## src/rtl/gpio_port_pkg.sv

```systemverilog
package gpio_port_pkg;

   // Register offsets on the one-bit bus address.
   typedef enum logic {
      OFS_DATA = 1'b0,
      OFS_DIR  = 1'b1
   } gpio_ofs_e;

   localparam int MAX_WIDTH = 64;

endpackage

```

## src/rtl/gpio_dir_reg.sv

```systemverilog
module gpio_dir_reg #(
   parameter int WIDTH = 8
) (
   input  logic             clk,
   input  logic             rst_n,
   input  logic             load,
   input  logic [WIDTH-1:0] din,
   output logic [WIDTH-1:0] dir
);
   // Direction mask: the only state touched by reset.
   always_ff @(posedge clk or negedge rst_n) begin
      if (!rst_n)
         dir <= '0;
      else if (load)
         dir <= din;
   end
endmodule

```

## src/rtl/gpio_out_latch.sv

```systemverilog
module gpio_out_latch #(
   parameter int WIDTH = 8
) (
   input  logic             clk,
   input  logic             load,
   input  logic [WIDTH-1:0] din,
   output logic [WIDTH-1:0] q
);
   // No reset on purpose: contents survive a reset pulse.
   always_ff @(posedge clk) begin
      if (load)
         q <= din;
   end
endmodule

```

## src/rtl/gpio_bit_slice.sv

```systemverilog
module gpio_bit_slice (
   input  logic is_out,
   input  logic latch_bit,
   input  logic pin_bit,
   output logic drv_val,
   output logic drv_en,
   output logic rd_bit
);
   assign drv_val = latch_bit;
   assign drv_en  = is_out;
   // Input bits come straight from the pin, with no register in the path.
   assign rd_bit  = is_out ? latch_bit : pin_bit;
endmodule

```

## src/rtl/gpio_port.sv

```systemverilog
module gpio_port #(
   parameter int WIDTH = 8
) (
   input  logic             clk,
   input  logic             rst_n,
   input  logic             bus_sel,
   input  logic             bus_wr,
   input  logic             bus_addr,
   input  logic [WIDTH-1:0] bus_wdata,
   output logic [WIDTH-1:0] bus_rdata,
   output logic [WIDTH-1:0] pad_out,
   output logic [WIDTH-1:0] pad_oe,
   input  logic [WIDTH-1:0] pad_in
);
   import gpio_port_pkg::*;

   localparam int LAST = WIDTH - 1;

   generate
      if (WIDTH < 1 || WIDTH > MAX_WIDTH) begin : g_bad_width
         $error("gpio_port: WIDTH out of range");
      end
   endgenerate

   logic             wr_qual;
   logic             ld_data;
   logic             ld_dir;
   logic [LAST:0]    dir_q;
   logic [LAST:0]    lat_q;
   logic [LAST:0]    merged;

   assign wr_qual = bus_sel & bus_wr;
   assign ld_data = wr_qual & (gpio_ofs_e'(bus_addr) == OFS_DATA);
   assign ld_dir  = wr_qual & (gpio_ofs_e'(bus_addr) == OFS_DIR);

   gpio_dir_reg #(.WIDTH(WIDTH)) u_dir (
      .clk   (clk),
      .rst_n (rst_n),
      .load  (ld_dir),
      .din   (bus_wdata),
      .dir   (dir_q)
   );

   gpio_out_latch #(.WIDTH(WIDTH)) u_lat (
      .clk  (clk),
      .load (ld_data),
      .din  (bus_wdata),
      .q    (lat_q)
   );

   for (genvar i = 0; i < WIDTH; i++) begin : g_bit
      gpio_bit_slice u_slice (
         .is_out    (dir_q[i]),
         .latch_bit (lat_q[i]),
         .pin_bit   (pad_in[i]),
         .drv_val   (pad_out[i]),
         .drv_en    (pad_oe[i]),
         .rd_bit    (merged[i])
      );
   end

   always_comb begin
      unique case (gpio_ofs_e'(bus_addr))
         OFS_DATA: bus_rdata = merged;
         OFS_DIR:  bus_rdata = dir_q;
         default:  bus_rdata = '0;
      endcase
   end
endmodule

```

## config.mk

```make
export PLATFORM = sky130hd
export DESIGN_NAME = gpio_port
export DESIGN_NICKNAME = d
export VERILOG_FILES = /design/src/rtl/gpio_port_pkg.sv /design/src/rtl/gpio_dir_reg.sv /design/src/rtl/gpio_out_latch.sv /design/src/rtl/gpio_bit_slice.sv /design/src/rtl/gpio_port.sv
export SDC_FILE = /design/constraint.sdc
export NUM_CORES = 1
export LEC_CHECK = 0
export BUFFER_PORTS_ARGS = -buffer_cell sky130_fd_sc_hd__buf_4
export CAP_MARGIN = 20
export CORE_MARGIN = 4
export CORE_UTILIZATION = 40
export DETAILED_ROUTE_END_ITERATION = 10
export PLACE_DENSITY = 0.7
export SETUP_SLACK_MARGIN = 0.05
export SLEW_MARGIN = 20
export SYNTH_ARGS = -nofsm -noshare
export SYNTH_HDL_FRONTEND = slang
export SYNTH_HIERARCHICAL = 1
export SYNTH_SLANG_ARGS = --single-unit
```

## constraint.sdc

```tcl
create_clock -name clk -period 1.5 [get_ports clk]
set_clock_uncertainty 0.15 [all_clocks]
set_input_delay 0.225 -clock clk [delete_from_list [all_inputs] [get_ports clk]]
set_output_delay 0.225 -clock clk [all_outputs]
set_load 0.02 [all_outputs]
```

==> impl_metrics.json, run 1 <==
{
  "antenna_found_initial": 0,
  "syn_area_um2": 961,
  "core_area_um2": 2250,
  "p_leak_nw": 0.688,
  "routed_wl_mm": 1.86,
  "min_path_type": "in -> async",
  "fin_worst_hold_slack_ns": 0.166,
  "slew_viol_final": 0,
  "nFillCells": 181,
  "synth-seq-cells": 16,
  "endpoint_kind": "output port",
  "ir_worst_vdd_v": 0.000683,
  "seqCellArea_um2": 440,
  "cts_made_buffers": 3,
  "worstPathMaxFanout": 2,
  "tightest_slew_ns": 0.286,
  "period_share_pct": 117,
  "fp.dieH_um": 57.0,
  "diodes": 0,
  "critical_path_arrival_ns": 1.38,
  "hpwl_mm": 1.37,
  "clock-sinks": 16,
  "violations": "negative setup slack",
  "synth_top_area_share_pct": 37.5,
  "setup_viol": 8,
  "post-route-util_pct": 62.3,
  "wire_per_inst_um": 13.7,
  "critical_path_class": "reg -> out",
  "ioPinCount": 45,
  "synth_area_leaders": "mux2_4 38%, edfxtp_1 25%, dfrtp_1 21%",
  "grt_usage_pct": 12.1,
  "synthCells": 60,
  "crit_path_start_kind": "register",
  "dieArea_um2": 3250,
  "fin_crit_ns": 1.76,
  "synthArstFlopShare_pct": 50.0,
  "rsz0062_at_grt": "true",
  "powerDensity_nw_per_um2": 1020,
  "place_congestion": 0.703,
  "clk_latency_ns": 0.27,
  "setup_slack_ns": -0.257,
  "clockBufferDepth": 2,
  "synthTopCellsByCount": "24 x mux2_4, 16 x buf_4, 8 x dfrtp_1, 8 x edfxtp_1, 2 x buf_6",
  "grt_max_degree": 11,
  "clkSlewWorstSetupHoldPaths_ns": 0.09,
  "hold_viol": 0,
  "yosysTopAreaCell": "mux2_4",
  "p_sw_mw": 0.416,
  "viasPerCell": 4.38,
  "yosysWarnings": 6,
  "comb_power_share_pct": 46.6,
  "syn_to_final_growth_pct": 46.2,
  "postRouteAntennaNets": 0,
  "worst_ep_required_time_ns": 1.12,
  "synth_most_common_cell": "mux2_4",
  "drtIter0Drc": 10,
  "yosysSeqAreaShare_pct": 45.8,
  "clock.fmax_mhz": 569,
  "dr.pass1.iters": 3,
  "grt.overflow.total": 0,
  "grt_pass1_vias": 630,
  "yosysUniqueCellTypes": 7,
  "swShare_pct": 28.9,
  "num_vias": 595,
  "cts_tree": "built",
  "portBuffers": 44,
  "grt_pass1_wl_mm": 2.99,
  "drive_gt1_share_pct": 75.9,
  "status": "finished, violations left",
  "r2r_cells": 3,
  "synth_ff_type": "edfxtp_1",
  "pwr-share-clk_pct": 15.3,
  "p_seq_share_pct": 38.1,
  "internal-power_mw": 1.02,
  "dieWidth_um": 57.0,
  "rows": 17,
  "drc_errors": 0,
  "floorplan.initialDensity_pct": 42.6,
  "multi_input_area_um2": 378,
  "drv_cap": 0,
  "h-tree-depth": 1,
  "synth_edf_count": 8,
  "slew_headroom_pct": 81.0,
  "nets": 130,
  "syn_nets": 81,
  "synth_area_per_cell_um2": 16.0,
  "clockRootBuffer": "clkbuf_4"
}
==> through the flow <==
step	total power [mW]	instances	worst slack, ns	setup TNS, ns	cell area, um^2
detailed placement	1.17	122	0.0329	0	1240
global route	1.53	136	-0.312	-2.39	1410
finish	1.44	136	-0.257	-1.96	1410
global placement	1.16	122	0.0425	0	1240
floorplan	0.972	60	0.140	0	961
CTS	1.46	136	-0.268	-2.10	1410
==> final timing paths <==
kind | startpoint | to | slack, ns
hold reg to reg | u_dir/dir[3] | u_dir/dir[3] | 0.50
min in group clk | bus_wr | u_lat/q[1] | 0.34
hold / removal | rst_n | u_dir/dir[4] | 0.17
max in group asynchronous | rst_n | u_dir/dir[2] | 0.90
setup reg to reg | u_dir/dir[1] | u_dir/dir[1] | 0.34
setup / recovery | u_dir/dir[1] | bus_rdata[1] | -0.26
==> cells by family (layout without fill, tap and decap cells) <==
kind of cell	count (synthesis)	count (layout)	synth area share [%]
mux	24	24	37.5
flops	16	16	45.8
simple gates	2	2	1.82
buf+inv	18	66	14.8
==> registers in the layout, summed over array words and instances, names as in the netlist <==
signal,cells
u_dir/dir,8
u_lat/q,8
==> per-layer routing <==
| metal | wire, um | track usage [%] | vias up |
|---|---|---|---|
| met5 | 0 | 0 | - |
| met4 | 12 | 3.97 | 0 |
| met3 | 153 | 4.30 | 2 |
| met2 | 916 | 20.2 | 26 |
| met1 | 779 | 14.6 | 270 |
| li1 | - | - | 297 |
==> layout by cell type, fill, tap and decap left out <==
cell,n
buf_4,43
mux2_4,24
buf_6,10
dlygate4sd3_1,9
dfrtp_1,8
edfxtp_1,8
clkbuf_4,3
and3b_2,1
and3_2,1
clkinv_1,1
==> worst max-delay path, stage by stage, from the launching register on <==
cell and delay, ns:
dfrtp_1 0.40, mux2_4 0.30, mux2_4 0.28, buf_6 0.13
==> area by class of cell <==
cell class              count  area share [%]
repair buffers             62            37.4
clock buffers               3            1.60
well taps                  28            2.49
clock inverters             1           0.267
multi-input cells          26            26.9
flip-flops and latches     16            31.3
==> repair_timing <==
item	in CTS	in global routing
resized for setup	10	0
pin swaps	0	0
hold buffers	9	0
setup endpoints to repair	8	9
hold endpoints to repair	16	0
setup buffers	1	0
==> power groups by stage <==
stage	combinational [mW]	clock [mW]	sequential, mW
floorplan	0.403	0	0.569
global placement	0.600	0	0.556
detailed placement	0.607	0	0.560
CTS	0.677	0.236	0.550
global route	0.711	0.259	0.555
finish	0.671	0.220	0.549
(Power assumes the default switching activity.)
==> run 2, diff against run 1 <==
--- a/config.mk
+++ b/config.mk
@@ -8,9 +8,9 @@
 export BUFFER_PORTS_ARGS = -buffer_cell sky130_fd_sc_hd__buf_4
 export CAP_MARGIN = 20
 export CORE_MARGIN = 4
-export CORE_UTILIZATION = 40
+export CORE_UTILIZATION = 45
 export DETAILED_ROUTE_END_ITERATION = 10
-export PLACE_DENSITY = 0.7
+export PLACE_DENSITY = 0.78
 export SETUP_SLACK_MARGIN = 0.05
 export SLEW_MARGIN = 20
 export SYNTH_ARGS = -nofsm -noshare
==> run 2 against run 1 <==
The flow still finishes with violations (negative setup slack). Register-to-register slack barely moved. Fmax is 1.1% lower. Clock power rose by 27%. Combinational power up 1%. Utilization up 8.7 points. First-iteration DRC count is 30% higher. Largest cell class unchanged.
==> impl_metrics.json, run 2 (synthesis gave the netlist of run 1 again) <==
{
  "clockBufferDepth": 2,
  "clockRootBuffer": "clkbuf_4",
  "status": "finished, violations left",
  "dp_slack_ns": 0.0111,
  "multi_input_area_um2": 378,
  "swShare_pct": 28.8,
  "tightest_slew_ns": 0.282,
  "grt_pass1_vias": 697,
  "numPlacedInstances": 122,
  "pwr-share-clk_pct": 18.5,
  "cts_made_buffers": 3,
  "reg_top3": "u_dir/dir: 8 flops, u_lat/q: 8 flops",
  "hpwl_mm": 1.52,
  "violations": "negative setup slack",
  "nets": 131,
  "final_cell_mix": "44 x buf_4, 24 x mux2_4, 10 x buf_6",
  "fp.dieH_um": 54.2,
  "worst_ep_required_time_ns": 1.12,
  "num_vias": 634,
  "dieArea_um2": 2940,
  "internal-power_mw": 1.08,
  "nFillCells": 158,
  "hold_viol": 0,
  "grt_max_degree": 10,
  "diodes": 0,
  "p_seq_share_pct": 36.5,
  "place_congestion": 0.574,
  "grt_pass1_wl_mm": 3.12,
  "drtIter0Drc": 13,
  "tns_ns": -2.13,
  "h-tree-depth": 1,
  "ioPinCount": 45,
  "ir_worst_vdd_v": 0.00100,
  "setup_slack_ns": -0.278,
  "clock-sinks": 16,
  "drv_cap": 0,
  "clock.fmax_mhz": 563,
  "powerDensity_nw_per_um2": 1060,
  "post-route-util_pct": 71.0,
  "dieWidth_um": 54.2,
  "wire_per_inst_um": 15.4,
  "min_path_type": "in -> async",
  "grt.overflow.total": 0,
  "slew_viol_final": 0,
  "grt_usage_pct": 15.5,
  "routed_wl_mm": 2.10,
  "floorplan.initialDensity_pct": 48.0,
  "syn_to_final_growth_pct": 47.9,
  "crit_path_start_kind": "register",
  "final_common_cell": "buf_4",
  "clkSlewWorstSetupHoldPaths_ns": 0.09,
  "endpoint_kind": "output port",
  "drive_gt1_share_pct": 77.1,
  "comb_power_share_pct": 45.0,
  "antenna_found_initial": 0,
  "power.total_mw": 1.51,
  "slew_headroom_pct": 81.2,
  "clk_latency_ns": 0.28,
  "viasPerCell": 4.66,
  "portBuffers": 44,
  "p_leak_nw": 0.699,
  "finalNonFillerCells": 136,
  "period_share_pct": 119,
  "critical_path_arrival_ns": 1.40,
  "p_sw_mw": 0.435,
  "critical_path_class": "reg -> out",
  "postRouteAntennaNets": 0,
  "worstPathMaxFanout": 2,
  "core_area_um2": 2000,
  "seqCellArea_um2": 440,
  "dr.pass1.iters": 4,
  "setup_viol": 8,
  "fin_crit_ns": 1.78,
  "cts_tree": "built",
  "rows": 16,
  "rsz0062_at_grt": "true",
  "drc_errors": 0
}
run 2: final timing paths:
| path | startpoint | to | slack [ns] | cells past startpoint |
|---|---|---|---|---|
| worst max-delay path | u_dir/dir[7] | bus_rdata[7] | -0.28 | 3 |
| worst min-delay path | rst_n | u_dir/dir[3] | 0.14 | 2 |
| worst max register to register | u_dir/dir[7] | u_dir/dir[7] | 0.33 | 3 |
| worst min register to register | u_dir/dir[3] | u_dir/dir[3] | 0.50 | 2 |
| max in group asynchronous | rst_n | u_dir/dir[6] | 0.93 | 2 |
| min in group clk | bus_wr | u_lat/q[2] | 0.34 | 2 |
run 2: metrics by stage:
stage | area (um^2) | hold WS [ns]
5_1_grt | 1420 | 0.137
4_1_cts | 1420 | 0.132
3_5_place_dp | 1250 | -0.0947
2_1_floorplan | 961 | -0.221
3_3_place_gp | 1250 | -0.0951
6_report | 1420 | 0.136
run 2: worst max-delay path: stages (launching register included):
cell and delay (ns):
dfrtp_1 0.41, mux2_4 0.31, mux2_4 0.27, buf_6 0.13
run 2: per-layer routing:
| layer | vias up | track usage [%] | routed length (um) |
|---|---|---|---|
| li1 | 295 | - | - |
| met1 | 305 | 17.3 | 839 |
| met4 | 0 | 3.73 | 11 |
| met3 | 2 | 5.18 | 195 |
| met5 | - | 0 | 0 |
| met2 | 32 | 28.1 | 1050 |
run 2: final cells by class:
cell class / count / area share [%]
Timing Repair Buffer: 63 / 37.5
Multi-Input combinational cell: 26 / 26.6
Clock buffer: 4 / 2.55
Tap cell: 27 / 2.38
Sequential cell: 16 / 31.0
run 2: what timing repair did:
action | in CTS | in global routing
resized for setup | 10 | 0
hold buffers | 9 | 0
setup buffers | 1 | 0
endpoints found under the hold margin | 16 | 0
endpoints found under the setup margin | 8 | 9
run 2: power groups by stage:
stage | combinational [mW] | sequential [mW] | clock (mW)
after floorplan | 0.403 | 0.569 | 0
after global placement | 0.602 | 0.557 | 0
after detailed placement | 0.615 | 0.563 | 0
after CTS | 0.687 | 0.553 | 0.290
after global routing | 0.722 | 0.558 | 0.306
final | 0.681 | 0.553 | 0.280
